--- src/rtl/cmp_timer_pkg.sv ---
package cmp_timer_pkg;

    typedef enum logic {
        TMR_HALT  = 1'b0,
        TMR_COUNT = 1'b1
    } tmr_state_e;

    localparam int NUM_CH = 2;

endpackage

--- src/rtl/cmp_tmr_ctrl.sv ---
module cmp_tmr_ctrl
    import cmp_timer_pkg::*;
#(
    parameter int CNT_W = 16
) (
    input  logic             clk,
    input  logic             rst_n,
    input  logic             run,
    input  logic             period_hit,
    output logic             running,
    output logic [CNT_W-1:0] count
);

    localparam logic [CNT_W-1:0] STEP = CNT_W'(1);

    tmr_state_e state_q, state_d;

    // next-state: start on run, stop on !run
    always_comb begin
        state_d = state_q;
        unique case (state_q)
            TMR_HALT:  if (run)  state_d = TMR_COUNT;
            TMR_COUNT: if (!run) state_d = TMR_HALT;
        endcase
    end

    always_ff @(posedge clk) begin
        if (!rst_n) state_q <= TMR_HALT;
        else        state_q <= state_d;
    end

    // outputs: counter advances only while counting
    always_ff @(posedge clk) begin
        if (!rst_n)
            count <= '0;
        else if (state_q == TMR_COUNT)
            count <= period_hit ? '0 : count + STEP;
    end

    assign running = (state_q == TMR_COUNT);

endmodule

--- src/rtl/cmp_channel.sv ---
module cmp_channel #(
    parameter int BYTE_W = 8,
    parameter int CNT_W  = 16
) (
    input  logic              clk,
    input  logic              rst_n,
    input  logic              running,
    input  logic              dbuf_en,
    input  logic              wr_lo,
    input  logic              wr_hi,
    input  logic [BYTE_W-1:0] wr_data,
    input  logic [CNT_W-1:0]  count,
    output logic              match,
    output logic [CNT_W-1:0]  active_q,
    output logic [CNT_W-1:0]  shadow_q,
    output logic [CNT_W-1:0]  view
);

    logic [BYTE_W-1:0] stage_q;
    logic [CNT_W-1:0]  commit_val;
    logic              deferred;

    assign commit_val = {wr_data, stage_q};
    assign deferred   = dbuf_en && running;
    assign match      = running && (count == active_q);

    always_ff @(posedge clk) begin
        if (!rst_n) begin
            stage_q  <= '0;
            shadow_q <= '0;
            active_q <= '0;
        end else begin
            if (wr_lo)
                stage_q <= wr_data;
            if (deferred && match)
                active_q <= shadow_q;
            if (wr_hi) begin
                shadow_q <= commit_val;
                if (!deferred)
                    active_q <= commit_val;
            end
        end
    end

    assign view = dbuf_en ? shadow_q : active_q;

endmodule

--- src/rtl/cmp_timer16.sv ---
module cmp_timer16
    import cmp_timer_pkg::*;
#(
    parameter int BYTE_W = 8,
    parameter int CNT_W  = 2 * BYTE_W
) (
    input  logic              clk,
    input  logic              rst_n,
    input  logic              run,
    input  logic              dbuf_en,
    input  logic              wr_en,
    input  logic [1:0]        addr,
    input  logic [BYTE_W-1:0] wr_data,
    output logic [BYTE_W-1:0] rd_data,
    output logic [CNT_W-1:0]  count,
    output logic              match_a,
    output logic              match_b
);

    logic                           running;
    logic [NUM_CH-1:0]              hit;
    logic [NUM_CH-1:0][CNT_W-1:0]   act_v;
    logic [NUM_CH-1:0][CNT_W-1:0]   shd_v;
    logic [NUM_CH-1:0][CNT_W-1:0]   view_v;
    logic [CNT_W-1:0]               sel_view;

    cmp_tmr_ctrl #(.CNT_W(CNT_W)) u_ctrl (
        .clk        (clk),
        .rst_n      (rst_n),
        .run        (run),
        .period_hit (hit[0]),
        .running    (running),
        .count      (count)
    );

    for (genvar g = 0; g < NUM_CH; g++) begin : g_ch
        cmp_channel #(.BYTE_W(BYTE_W), .CNT_W(CNT_W)) u_ch (
            .clk      (clk),
            .rst_n    (rst_n),
            .running  (running),
            .dbuf_en  (dbuf_en),
            .wr_lo    (wr_en && (addr[1] == 1'(g)) && !addr[0]),
            .wr_hi    (wr_en && (addr[1] == 1'(g)) &&  addr[0]),
            .wr_data  (wr_data),
            .count    (count),
            .match    (hit[g]),
            .active_q (act_v[g]),
            .shadow_q (shd_v[g]),
            .view     (view_v[g])
        );
    end

    assign sel_view = view_v[addr[1]];
    assign rd_data  = addr[0] ? sel_view[CNT_W-1:BYTE_W] : sel_view[BYTE_W-1:0];
    assign match_a  = hit[0];
    assign match_b  = hit[1];

endmodule

--- config.mk ---
export PLATFORM = sky130hd
export DESIGN_NAME = cmp_timer16
export DESIGN_NICKNAME = d
export VERILOG_FILES = /design/src/rtl/cmp_timer_pkg.sv /design/src/rtl/cmp_tmr_ctrl.sv /design/src/rtl/cmp_channel.sv /design/src/rtl/cmp_timer16.sv
export SDC_FILE = /design/constraint.sdc
export NUM_CORES = 1
export LEC_CHECK = 0
export ABC_AREA = 1
export BUFFER_PORTS_ARGS = -buffer_cell sky130_fd_sc_hd__buf_2
export CAP_MARGIN = 20
export CORE_MARGIN = 3
export CORE_UTILIZATION = 35
export DETAILED_ROUTE_END_ITERATION = 10
export PLACE_DENSITY_LB_ADDON = 0.12
export SYNTH_ARGS = -nofsm -noshare
export SYNTH_HDL_FRONTEND = slang
export SYNTH_SLANG_ARGS = --single-unit
--- constraint.sdc ---
create_clock -name clk -period 1.6 [get_ports clk]
set_clock_uncertainty 0.1 [all_clocks]
set_input_delay 0 -clock clk [delete_from_list [all_inputs] [get_ports clk]]
set_output_delay 0 -clock clk [all_outputs]
set_load 0.01 [all_outputs]
## After elaboration in Yosys (flattened, before gate mapping)

Index checks and enable logic that the tools add are counted.
W data, S select, Z words.

| word-level totals | value |
|---|---|
| input port bits | 15 |
| flip-flop bits (word level) | 97 |
| word-level logic and storage cells | 38 |

| operators by class | value |
|---|---|
| eq/ne operators | 2 |
| multiplexer cells | 13 |
| order comparisons | 1 |
| reduce and logical (&&, ||, !) cells | 12 |
| bitwise operators | 1 |
| add/sub/neg operators | 1 |

Operators by type and width:

| kind | count |
|---|---|
| $mux W16 | 11 |
| $eq A16 B16 Y1 | 2 |
| $add A16 B1 Y16 const B | 1 |
| $logic_and A1 B1 Y1 | 11 |
| $mux W8 | 1 |
| $lt A1 B2 Y1 const B | 1 |
| $logic_not A1 Y1 | 1 |
| $mux W1 | 1 |
| $not A1 Y1 | 1 |

## Longest topological paths before layout

Gate-level depths: netlist (run 1).

| depth | value |
|---|---|
| depth in word-level cells | 6 |
| mapped depth | 13 |

## Modules after synthesis

From an unflattened synthesis (run 1), not the netlist that was laid out.

| second synthesis, totals | value |
|---|---|
| cells, all modules | 954 |
| area, all modules | 5958.2 um^2 |

By module, submodules not included:

| module | cells an instance | sequential area each (um^2) | instances | area each (um^2) |
|---|---|---|---|---|
| cmp_channel | 367 | 800.8 | 2 | 2329.7 |
| cmp_tmr_ctrl | 121 | 340.3 | 1 | 850.8 |
| cmp_timer16 | 99 | 0.0 | 1 | 447.9 |

## Least setup slack after synthesis (run 1)

Ideal clock, no wire load.

| path | value |
|---|---|
| kind | register to register |
| start | reg u_ctrl.count[2] |
| end | reg u_ctrl.count[1] |
| path buffers | 2 |
| setup slack | -0.110 ns |
| data arrival time | 1.482 ns |
| cell stages (with the launch flop) | 9 |
| period minus slack after synthesis | 1.710 ns |
| required time | 1.372 ns |
| cells stage by stage | dfxtp_1 > buf_6 > xnor2_1 > nand3_1 > nor3_4 > nand2_2 > nand2_4 > buf_8 > o32ai_2 |

| on the way | value |
|---|---|
| cells in the longest elaborated chain, start to end | 3 |

RTL lines:

| element | RTL line | source |
|---|---|---|
| start: declaration | cmp_tmr_ctrl.sv:11 | `output logic [CNT_W-1:0] count` |
| start signal: assignment | cmp_tmr_ctrl.sv:37 | `count <= period_hit ? '0 : count + STEP;` |
| $eq A16 B16 Y1 | cmp_channel.sv:25 | `assign match = running && (count == active_q);` |
| $logic_and A1 B1 Y1 | cmp_channel.sv:25 |  |
| $mux W16 | cmp_tmr_ctrl.sv:37 |  |

No other way between the ends.
A chain may end at the register's enable or synchronous reset.

## Worst setup path after layout (run 1)

| path | value |
|---|---|
| start | reg u_ctrl.count[11] |
| end | out match_a |

| on the way | value |
|---|---|
| cells in the longest elaborated chain, start to end | 2 |

RTL lines:

| element | RTL line | source |
|---|---|---|
| $eq A16 B16 Y1 | cmp_channel.sv:25 |  |
| $logic_and A1 B1 Y1 | cmp_channel.sv:25 |  |
| end: declaration | cmp_timer16.sv:16 | `output logic match_a,` |

No other way between the ends.

==> results of run 1 <==
[repair_timing]
item                                    in CTS  in global routing
pin swaps                                   47                 58
resized for setup                          202                138
endpoints found under the setup margin      58                 58
hold buffers                                10                  0
hold endpoints to repair                    38                  0
buffers inserted                            14                 17
cloned                                       3                  1
[worst max-delay path, cell delays in order, from the launching register on]
cell	delay (ps)
dfxtp_4	360
buf_6	100
inv_4	40
nand2_4	60
nand2_4	50
nor2_4	90
nand2_2	70
nor3_4	210
nand2_2	120
buf_6	130
inv_2	40
buf_6	90
[state kept, by name, summed over array words and instances (netlist names)]
register and cells:
g_ch.u_ch.shadow_q 32, g_ch.u_ch.active_q 32, u_ctrl.count 16, u_ctrl.running 1
g_ch.u_ch.stage_q 16
[area by class of cell]
cell class	count	area (um^2)
inverter	134	520
clock buffer	9	225
tap	211	264
clock inverter	7	58.8
multi-input combinational	604	3750
timing repair buffer	205	1750
fill	1464	6740
sequential	97	2060
[cell families (layout without fill, tap and decap cells)]
logic type / after synthesis / count (layout) / synth area share (%)
compound gates: 196 / 196 / 18.8
xor+xnor: 13 / 13 / 2.05
fa+ha+maj: 1 / 1 / 0.225
buf+inv: 180 / 355 / 13.1
flops: 97 / 97 / 34.9
simple gates: 393 / 394 / 30.9
[cell usage after synthesis (2+ instances only)]
| library cell | count | share of area [%] |
|---|---|---|
| a21oi_1 | 83 | 7.5 |
| a221oi_1 | 6 | 0.95 |
| a31oi_1 | 10 | 1.1 |
| buf_1 | 3 | 0.20 |
| buf_2 | 11 | 0.99 |
| buf_4 | 2 | 0.27 |
| buf_6 | 3 | 0.61 |
| clkbuf_1 | 26 | 1.8 |
| dfxtp_1 | 97 | 35 |
| inv_1 | 125 | 8.4 |
| inv_2 | 8 | 0.54 |
| nand2_1 | 226 | 15 |
| nand2_2 | 4 | 0.45 |
| nand3_1 | 45 | 4.1 |
| nand3b_1 | 2 | 0.27 |
| nand4_1 | 38 | 4.3 |
| nand4_2 | 2 | 0.45 |
| nor2_1 | 62 | 4.2 |
| nor2_2 | 3 | 0.34 |
| nor3_1 | 6 | 0.54 |
| o211ai_1 | 2 | 0.27 |
| o21a_1 | 4 | 0.54 |
| o21ai_0 | 89 | 8.0 |
| xnor2_1 | 7 | 1.1 |
| xor2_1 | 6 | 0.95 |
[per-stage QoR]
stage / area, um^2 / TNS [ps]
floorplan: 5610 / -23.0
global placement: 6920 / -5160
finish: 8630 / -6550
detailed placement: 6920 / -4950
global route: 8630 / -11770
CTS: 8060 / -7280
[power by group through the flow]
stage	Combinational, W	Clock [W]	Sequential, W
3_3_place_gp	0.00108	0	0.00266
4_1_cts	0.00129	0.00224	0.00260
6_report	0.00145	0.00220	0.00261
2_1_floorplan	0.000644	0	0.00263
3_5_place_dp	0.00108	0	0.00266
5_1_grt	0.00157	0.00232	0.00262
[per-layer routing]
| metal | GRT usage [%] | share of wire [%] |
|---|---|---|
| met5 | 0 | 0 |
| met4 | 8.34 | 2.7 |
| met3 | 4.89 | 5.6 |
| met2 | 40.1 | 46 |
| met1 | 34.1 | 45 |
[final timing paths]
path	end	slack [ps]	cells after the start
worst min-delay path	g_ch[0].u_ch.stage_q[1]$_SDFFE_PN0P_	50	4
worst max-delay path	match_a	-220	11
worst min register to register	g_ch[0].u_ch.stage_q[6]$_SDFFE_PN0P_	340	2
worst max register to register	g_ch[1].u_ch.active_q[15]$_SDFF_PN0_	-200	13
==> flow_metrics.tcl, run 1 <==
set metrics [dict create \
    rows 45 \
    final_core_util_pct 56.1 \
    synthesis.instances 880 \
    nets 1067 \
    io_pins 41 \
    layout_commonest_cell "nand2_1" \
    grt_pass1_vias 6027 \
    status "complete, but fails checks" \
    vdd_drop_max_v 0.000531 \
    synth_area_per_cell_um2 6.32 \
    critical_path_class "flip-flop to output pin" \
    combPwrFrac_pct 23.1 \
    cp.required_ps 1500 \
    ctsHtreeMaxLevel 3 \
    hold_violations 0 \
    post_drt_via_cell_ratio 5.05 \
    dr_total_vias 6395 \
    holdWs_ps 47.7 \
    finalPower_w 0.00625 \
    min-delay-start "wr_en" \
    dp_hpwl_um 15900 \
    end_kind "output pin" \
    relSlewSlack_pct 66.6 \
    core_area_um2 15400 \
    switchingPower_w 0.00206 \
    grt_start_max_net_pins 46 \
    ant_nets 0 \
    area_growth_syn_to_layout_pct 55.2 \
    pre_cts_ws_ps -143 \
    grt_setup_unrepaired "true" \
    slew_violations 0 \
    post_route_cells_drive_above_1_share_pct 42.3 \
    dp.cells 1215 \
    yosysSeqAreaShare_pct 34.9 \
    fp.dieW_um 132 \
    p_leak_nw 4.04 \
    synth-edff-count 0 \
    synth-seq-cells 97 \
    drt_pass1_iterations 5 \
    cts_buffers 9 \
    max_cap_viol_count 0 \
    min_period_over_period_pct 114 \
    io_buffers 40 \
    antenna_cells 0 \
    wl_per_cell_um 17.6 \
    die_h_um 132 \
    worst_setup_path_start_kind "flip-flop" \
    die_area_um2 17400 \
    clockBufferDepth 2 \
    ys_warn_count 0 \
    min_period_ps 1820 \
    power_density_nw_per_um2 724 \
    synth_fp_nets 896 \
    drt_iter0_drc 449 \
    final_cell_mix "176 x nand2_1, 115 x buf_4, 101 x inv_1" \
    antenna_found_initial 0 \
    cts_tree "yes" \
    synth-async-reset-ratio_pct 0 \
    path_max_fanout 3 \
    drt_wl_total_um 22300 \
    clk_latency_ps 360 \
    power_frac_clock_pct 35.2 \
    grt_overflow 0 \
    path_clk_slew_ps 70 \
    switching_share_pct 33.0 \
    synthesis.area_um2 5560 \
    cts_root_buf "clkbuf_16" \
    r2r-start "u_ctrl.count[0]$_SDFFE_PN0P_" \
    clkSinkCount 97 \
    grt_pass1_wl_um 34400 \
    routabilityCongestion 0.880 \
    worstSetupStartpoint "u_ctrl.count[11]$_SDFFE_PN0P_" \
    min_path_type "input pin to flip-flop" \
    max_freq_ghz 0.549 \
    grtUsageTotal_pct 25.1 \
    initial_core_util_pct 36.2 \
    pwr-share-seq_pct 41.7 \
    worst_slack_ps -221 \
    internal_power_w 0.00419 \
    ys_types 35 \
    tightest_slew_ps 496 \
    stdcell_count 1267 \
    drc_errors 0 \
    setup_viol_count_final 53 \
    synth_flop_cell "dfxtp_1" \
    arrival_ps 1720 \
    violations "setup timing" \
]
No activity file was read; power rests on OpenSTA's default activity.
==> run 2, diff against run 1 <==
clock period = 1.5 ns   (was 1.6 ns; I/O delays follow)
==> flow_metrics.tcl, run 2 (same netlist as run 1, synthesis figures left out) <==
set metrics [dict create \
    critical_path_class "flip-flop to output pin" \
    cts_root_buf "clkbuf_16" \
    power_density_nw_per_um2 808 \
    switchingPower_w 0.00217 \
    drt_pass1_iterations 8 \
    reg.largest.list "g_ch.u_ch.active_q x32, g_ch.u_ch.shadow_q x32" \
    initial_core_util_pct 36.2 \
    grt_pass1_wl_um 34300 \
    arrival_ps 1710 \
    cts_tree "yes" \
    dr_total_vias 6513 \
    grt_pass1_vias 6000 \
    pwr-share-seq_pct 39.7 \
    ctsHtreeMaxLevel 3 \
    power_frac_clock_pct 38.1 \
    grtUsageTotal_pct 25.2 \
    io_buffers 40 \
    grt_start_max_net_pins 42 \
    switching_share_pct 31.0 \
    drt_iter0_drc 605 \
    wl_per_cell_um 17.5 \
    clk_latency_ps 360 \
    grt_overflow 0 \
    ant_nets 0 \
    worst_slack_ps -313 \
    stdcell_count 1288 \
    core_area_um2 15400 \
    final_core_util_pct 56.2 \
    combPwrFrac_pct 22.2 \
    final_area_um2 8640 \
    post_drt_via_cell_ratio 5.06 \
    rows 45 \
    tightest_slew_ps 478 \
    fp.dieW_um 132 \
    drc_errors 0 \
    hold-path-cell-count 4 \
    status "complete, but fails checks" \
    post_route_cells_drive_above_1_share_pct 41.5 \
    cts_buffers 9 \
    max_freq_ghz 0.551 \
    r2r.worst_path.cells 12 \
    pre_cts_ws_ps -205 \
    path_max_fanout 3 \
    clkSinkCount 97 \
    max_cap_viol_count 0 \
    final_cell_mix "179 x nand2_1, 137 x buf_4, 103 x inv_1" \
    setup_viol_count_final 58 \
    hold_violations 0 \
    nets 1088 \
    routed.top_layer "met4" \
    die_h_um 132 \
    grt_setup_unrepaired "true" \
    die_area_um2 17400 \
    p_leak_nw 4.10 \
    clockBufferDepth 2 \
    internal_power_w 0.00481 \
    met2_length_um 10500 \
    slew_violations 0 \
    violations "setup timing" \
    worst_setup_path_start_kind "flip-flop" \
    cp.required_ps 1400 \
    layout_commonest_cell "nand2_1" \
    finalPower_w 0.00698 \
    path_clk_slew_ps 70 \
    vdd_drop_max_v 0.000700 \
    place_area_um2 7030 \
    nFillCells 1475 \
    relSlewSlack_pct 67.8 \
    antenna_found_initial 0 \
    end_kind "output pin" \
    area_growth_syn_to_layout_pct 55.5 \
    min_path_type "input pin to flip-flop" \
    drt_wl_total_um 22500 \
    antenna_cells 0 \
    min_period_ps 1810 \
    routabilityCongestion 0.923 \
    dp.cells 1227 \
    drt-met1-wl_um 10200 \
    dp_hpwl_um 16000 \
    io_pins 41 \
    min_period_over_period_pct 121 \
    wl_met3_um 1300 \
]
run 2: worst max-delay path, cell delays in order (launching register included):
cell,delay [ps]
dfxtp_2,380
inv_1,90
nand2_4,80
nand2_2,50
nor2_2,110
nand2_2,70
nor3_4,210
nand2_2,100
buf_6,120
inv_2,40
buf_6,90
run 2: stage by stage:
stage / hold slack [ps] / setup TNS, ps
2_1_floorplan: -2.37 / -2210
3_5_place_dp: 92.3 / -8890
4_1_cts: 47.7 / -11230
3_3_place_gp: 88.7 / -8620
5_1_grt: 92.9 / -15830
6_report: 66.3 / -11400
run 2: worst paths after layout:
kind                                             start                              endpoint  slack [ps]
setup reg to reg          u_ctrl.count[9]$_SDFFE_PN0P_  g_ch[1].u_ch.active_q[10]$_SDFF_PN0_        -290
hold reg to reg   g_ch[0].u_ch.stage_q[7]$_SDFFE_PN0P_  g_ch[0].u_ch.stage_q[7]$_SDFFE_PN0P_         340
hold / removal                                   wr_en  g_ch[0].u_ch.stage_q[2]$_SDFFE_PN0P_          70
setup / recovery   g_ch[0].u_ch.active_q[5]$_SDFF_PN0_                               match_a        -310
run 2: power by group through the flow:
stage               clock network [W]  registers, W  logic [W]
floorplan                           0       0.00281   0.000695
global placement                    0       0.00284    0.00120
detailed placement                  0       0.00284    0.00119
CTS                           0.00270       0.00277    0.00141
global route                  0.00279       0.00278    0.00167
finish                        0.00266       0.00277    0.00155
run 2: cell type report:
class / instances / area (um^2) / area share (%)
Inverter: 134 / 518 / 5.99
Clock buffer: 9 / 225 / 2.61
Timing Repair Buffer: 226 / 1850 / 21.4
Tap cell: 211 / 264 / 3.05
Multi-Input combinational cell: 604 / 3620 / 41.8
Sequential cell: 97 / 2060 / 23.8
Clock inverter: 7 / 108 / 1.25
run 2: per-layer routing:
layer,GRT usage [%],vias to the layer above
li1,-,3251
met1,34.7,2985
met2,41.1,244
met3,3.05,33
met4,8.46,0
met5,0,-
run 2: timing repair:
item                                    in CTS  in global routing
setup buffers                               24                 15
resized for setup                          193                100
pin swaps                                   43                 51
hold endpoints to repair                    33                  0
endpoints found under the setup margin      58                 58
hold buffers                                11                  0
gates cloned                                 2                  1
==> run 3, diff against run 2 <==
CORE_ASPECT_RATIO = 0.5   (was default)
CORE_UTILIZATION = 33   (was 35)
==> flow_metrics.tcl, run 3 (same netlist as run 1, synthesis figures left out) <==
set metrics [dict create \
    status "complete, but fails checks" \
    violations "setup timing" \
    cp.required_ps 1400 \
    layout_commonest_cell "nand2_1" \
    drt_pass1_iterations 5 \
    cts_buffers 9 \
    slew_violations 0 \
    combPwrFrac_pct 22.6 \
    drt_iter0_drc 799 \
    crit_end "match_b" \
    grt_pass1_vias 6227 \
    grt_setup_unrepaired "true" \
    core_area_um2 15900 \
    pwr-share-seq_pct 41.6 \
    min_path_type "input pin to flip-flop" \
    io_buffers 40 \
    dp_hpwl_um 17100 \
    grt_start_max_net_pins 46 \
    post_route_cells_drive_above_1_share_pct 39.1 \
    drc_errors 0 \
    critical_path_class "flip-flop to output pin" \
    max_cap_viol_count 0 \
    p_leak_nw 4.01 \
    worst_setup_path_start_kind "flip-flop" \
    nFillCells 1665 \
    fp.dieW_um 190 \
    rows 32 \
    initial_core_util_pct 34.9 \
    end_kind "output pin" \
    clockBufferDepth 2 \
    r2r-start "u_ctrl.count[5]$_SDFFE_PN0P_" \
    area_growth_syn_to_layout_pct 51.4 \
    vdd_drop_max_v 0.000545 \
    worst_slack_ps -353 \
    path_clk_slew_ps 80 \
    min_period_over_period_pct 124 \
    nets 1084 \
    wl_per_cell_um 18.1 \
    hold_violations 0 \
    relSlewSlack_pct 72.1 \
    path_max_fanout 2 \
    reg.largest.list "g_ch.u_ch.active_q x32, g_ch.u_ch.shadow_q x32" \
    setup_viol_count_final 58 \
    final_cell_mix "185 x nand2_1, 139 x buf_4, 106 x inv_1" \
    pre_cts_ws_ps -332 \
    dr_total_vias 6611 \
    fin_setup_tns_ps -12030 \
    antenna_found_initial 0 \
    min_period_ps 1850 \
    switching_share_pct 33.0 \
    routabilityCongestion 0.928 \
    tightest_slew_ps 413 \
    final_core_util_pct 52.8 \
    die_h_um 97.8 \
    drt_wl_total_um 23500 \
    cts_root_buf "clkbuf_16" \
    r2r_setup_slack_ps -320 \
    worstSetupStartpoint "g_ch[1].u_ch.active_q[9]$_SDFF_PN0_" \
    switchingPower_w 0.00220 \
    antenna_cells 0 \
    place_area_um2 7150 \
    max_freq_ghz 0.540 \
    grtUsageTotal_pct 25.3 \
    arrival_ps 1750 \
    power_frac_clock_pct 35.8 \
    power_density_nw_per_um2 794 \
    clkSinkCount 97 \
    internal_power_w 0.00447 \
    die_area_um2 18500 \
    rr_endpoint "g_ch[0].u_ch.active_q[14]$_SDFF_PN0_" \
    clk_latency_ps 350 \
    cts_tree "yes" \
    r2r.worst_path.cells 13 \
    io_pins 41 \
    post_drt_via_cell_ratio 5.11 \
    ant_nets 0 \
    grt_overflow 0 \
    grt_pass1_wl_um 36100 \
    ctsHtreeMaxLevel 3 \
    final_area_um2 8410 \
]
==> run 3: cell types whose count changed in the layout (fill, tap and decap cells not counted), moves of 4 or more <==
| cell | before | now |
|---|---|---|
| a31oi_1 | 6 | 10 |
| a31oi_2 | 4 | 0 |
| buf_6 | 30 | 20 |
| dfxtp_4 | 25 | 29 |
| inv_2 | 24 | 17 |
| inv_4 | 6 | 10 |
| nand2_1 | 179 | 185 |
| nand2_2 | 32 | 37 |
| nand2_4 | 19 | 8 |
| nand3_1 | 26 | 36 |
| nand3_2 | 19 | 8 |
| nor3_1 | 6 | 2 |
| o21ai_4 | 8 | 3 |
==> run 3: what timing repair did <==
action | in CTS | in global routing
gates cloned | 3 | 0
hold buffers | 10 | 0
resized for setup | 190 | 60
endpoints found under the hold margin | 33 | 0
setup buffers | 14 | 13
pin swaps | 68 | 32
endpoints found under the setup margin | 58 | 58
==> run 3: cell type report <==
cell class / instances / area, um^2 / area share, %
Inverter: 134 / 528 / 6.28
Clock buffer: 9 / 225 / 2.68
Multi-Input combinational cell: 604 / 3410 / 40.6
Timing Repair Buffer: 222 / 1830 / 21.7
Tap cell: 221 / 277 / 3.29
Sequential cell: 97 / 2070 / 24.6
Clock inverter: 7 / 70.1 / 0.833
==> run 3: metrics by stage <==
step	std cells	hold slack, ps	power, W
finish	1294	68.5	0.00668
global route	1294	93.2	0.00700
detailed placement	1246	120	0.00409
CTS	1285	56.7	0.00662
floorplan	880	-2.37	0.00350
global placement	1246	108	0.00409
==> run 3: power by group through the flow <==
stage               Sequential [W]  Clock [W]  Combinational (W)
floorplan                  0.00281          0           0.000695
global placement           0.00284          0            0.00125
detailed placement         0.00284          0            0.00125
CTS                        0.00278    0.00243            0.00141
global route               0.00279    0.00256            0.00165
finish                     0.00278    0.00239            0.00151
==> run 3: how the worst min path moves through the flow <==
stage	endpoint	from	slack, ps	cells past startpoint
finish	g_ch[0].u_ch.stage_q[1]$_SDFFE_PN0P_	wr_en	70	4
global route	g_ch[0].u_ch.stage_q[0]$_SDFFE_PN0P_	wr_en	90	4
CTS	g_ch[0].u_ch.stage_q[3]$_SDFFE_PN0P_	wr_en	60	4
detailed placement	u_ctrl.running$_SDFF_PN0_	run	120	3
global placement	u_ctrl.running$_SDFF_PN0_	run	110	3
floorplan	u_ctrl.running$_SDFF_PN0_	run	-2	2
==> run 3: per-layer routing <==
metal / share of wire [%] / vias to the layer above / GRT usage [%]
met5: 0 / - / 0
met4: 1.5 / 0 / 5.11
met3: 10 / 26 / 6.42
met2: 40 / 285 / 35.4
met1: 49 / 3050 / 38.8
li1: - / 3250 / -
==> run 3: worst max-delay path: stages, from the launching register on <==
cell	delay [ps]
dfxtp_2	330
buf_4	150
nand2_1	100
buf_4	110
o211ai_1	130
buf_4	180
nor4_4	240
buf_2	160
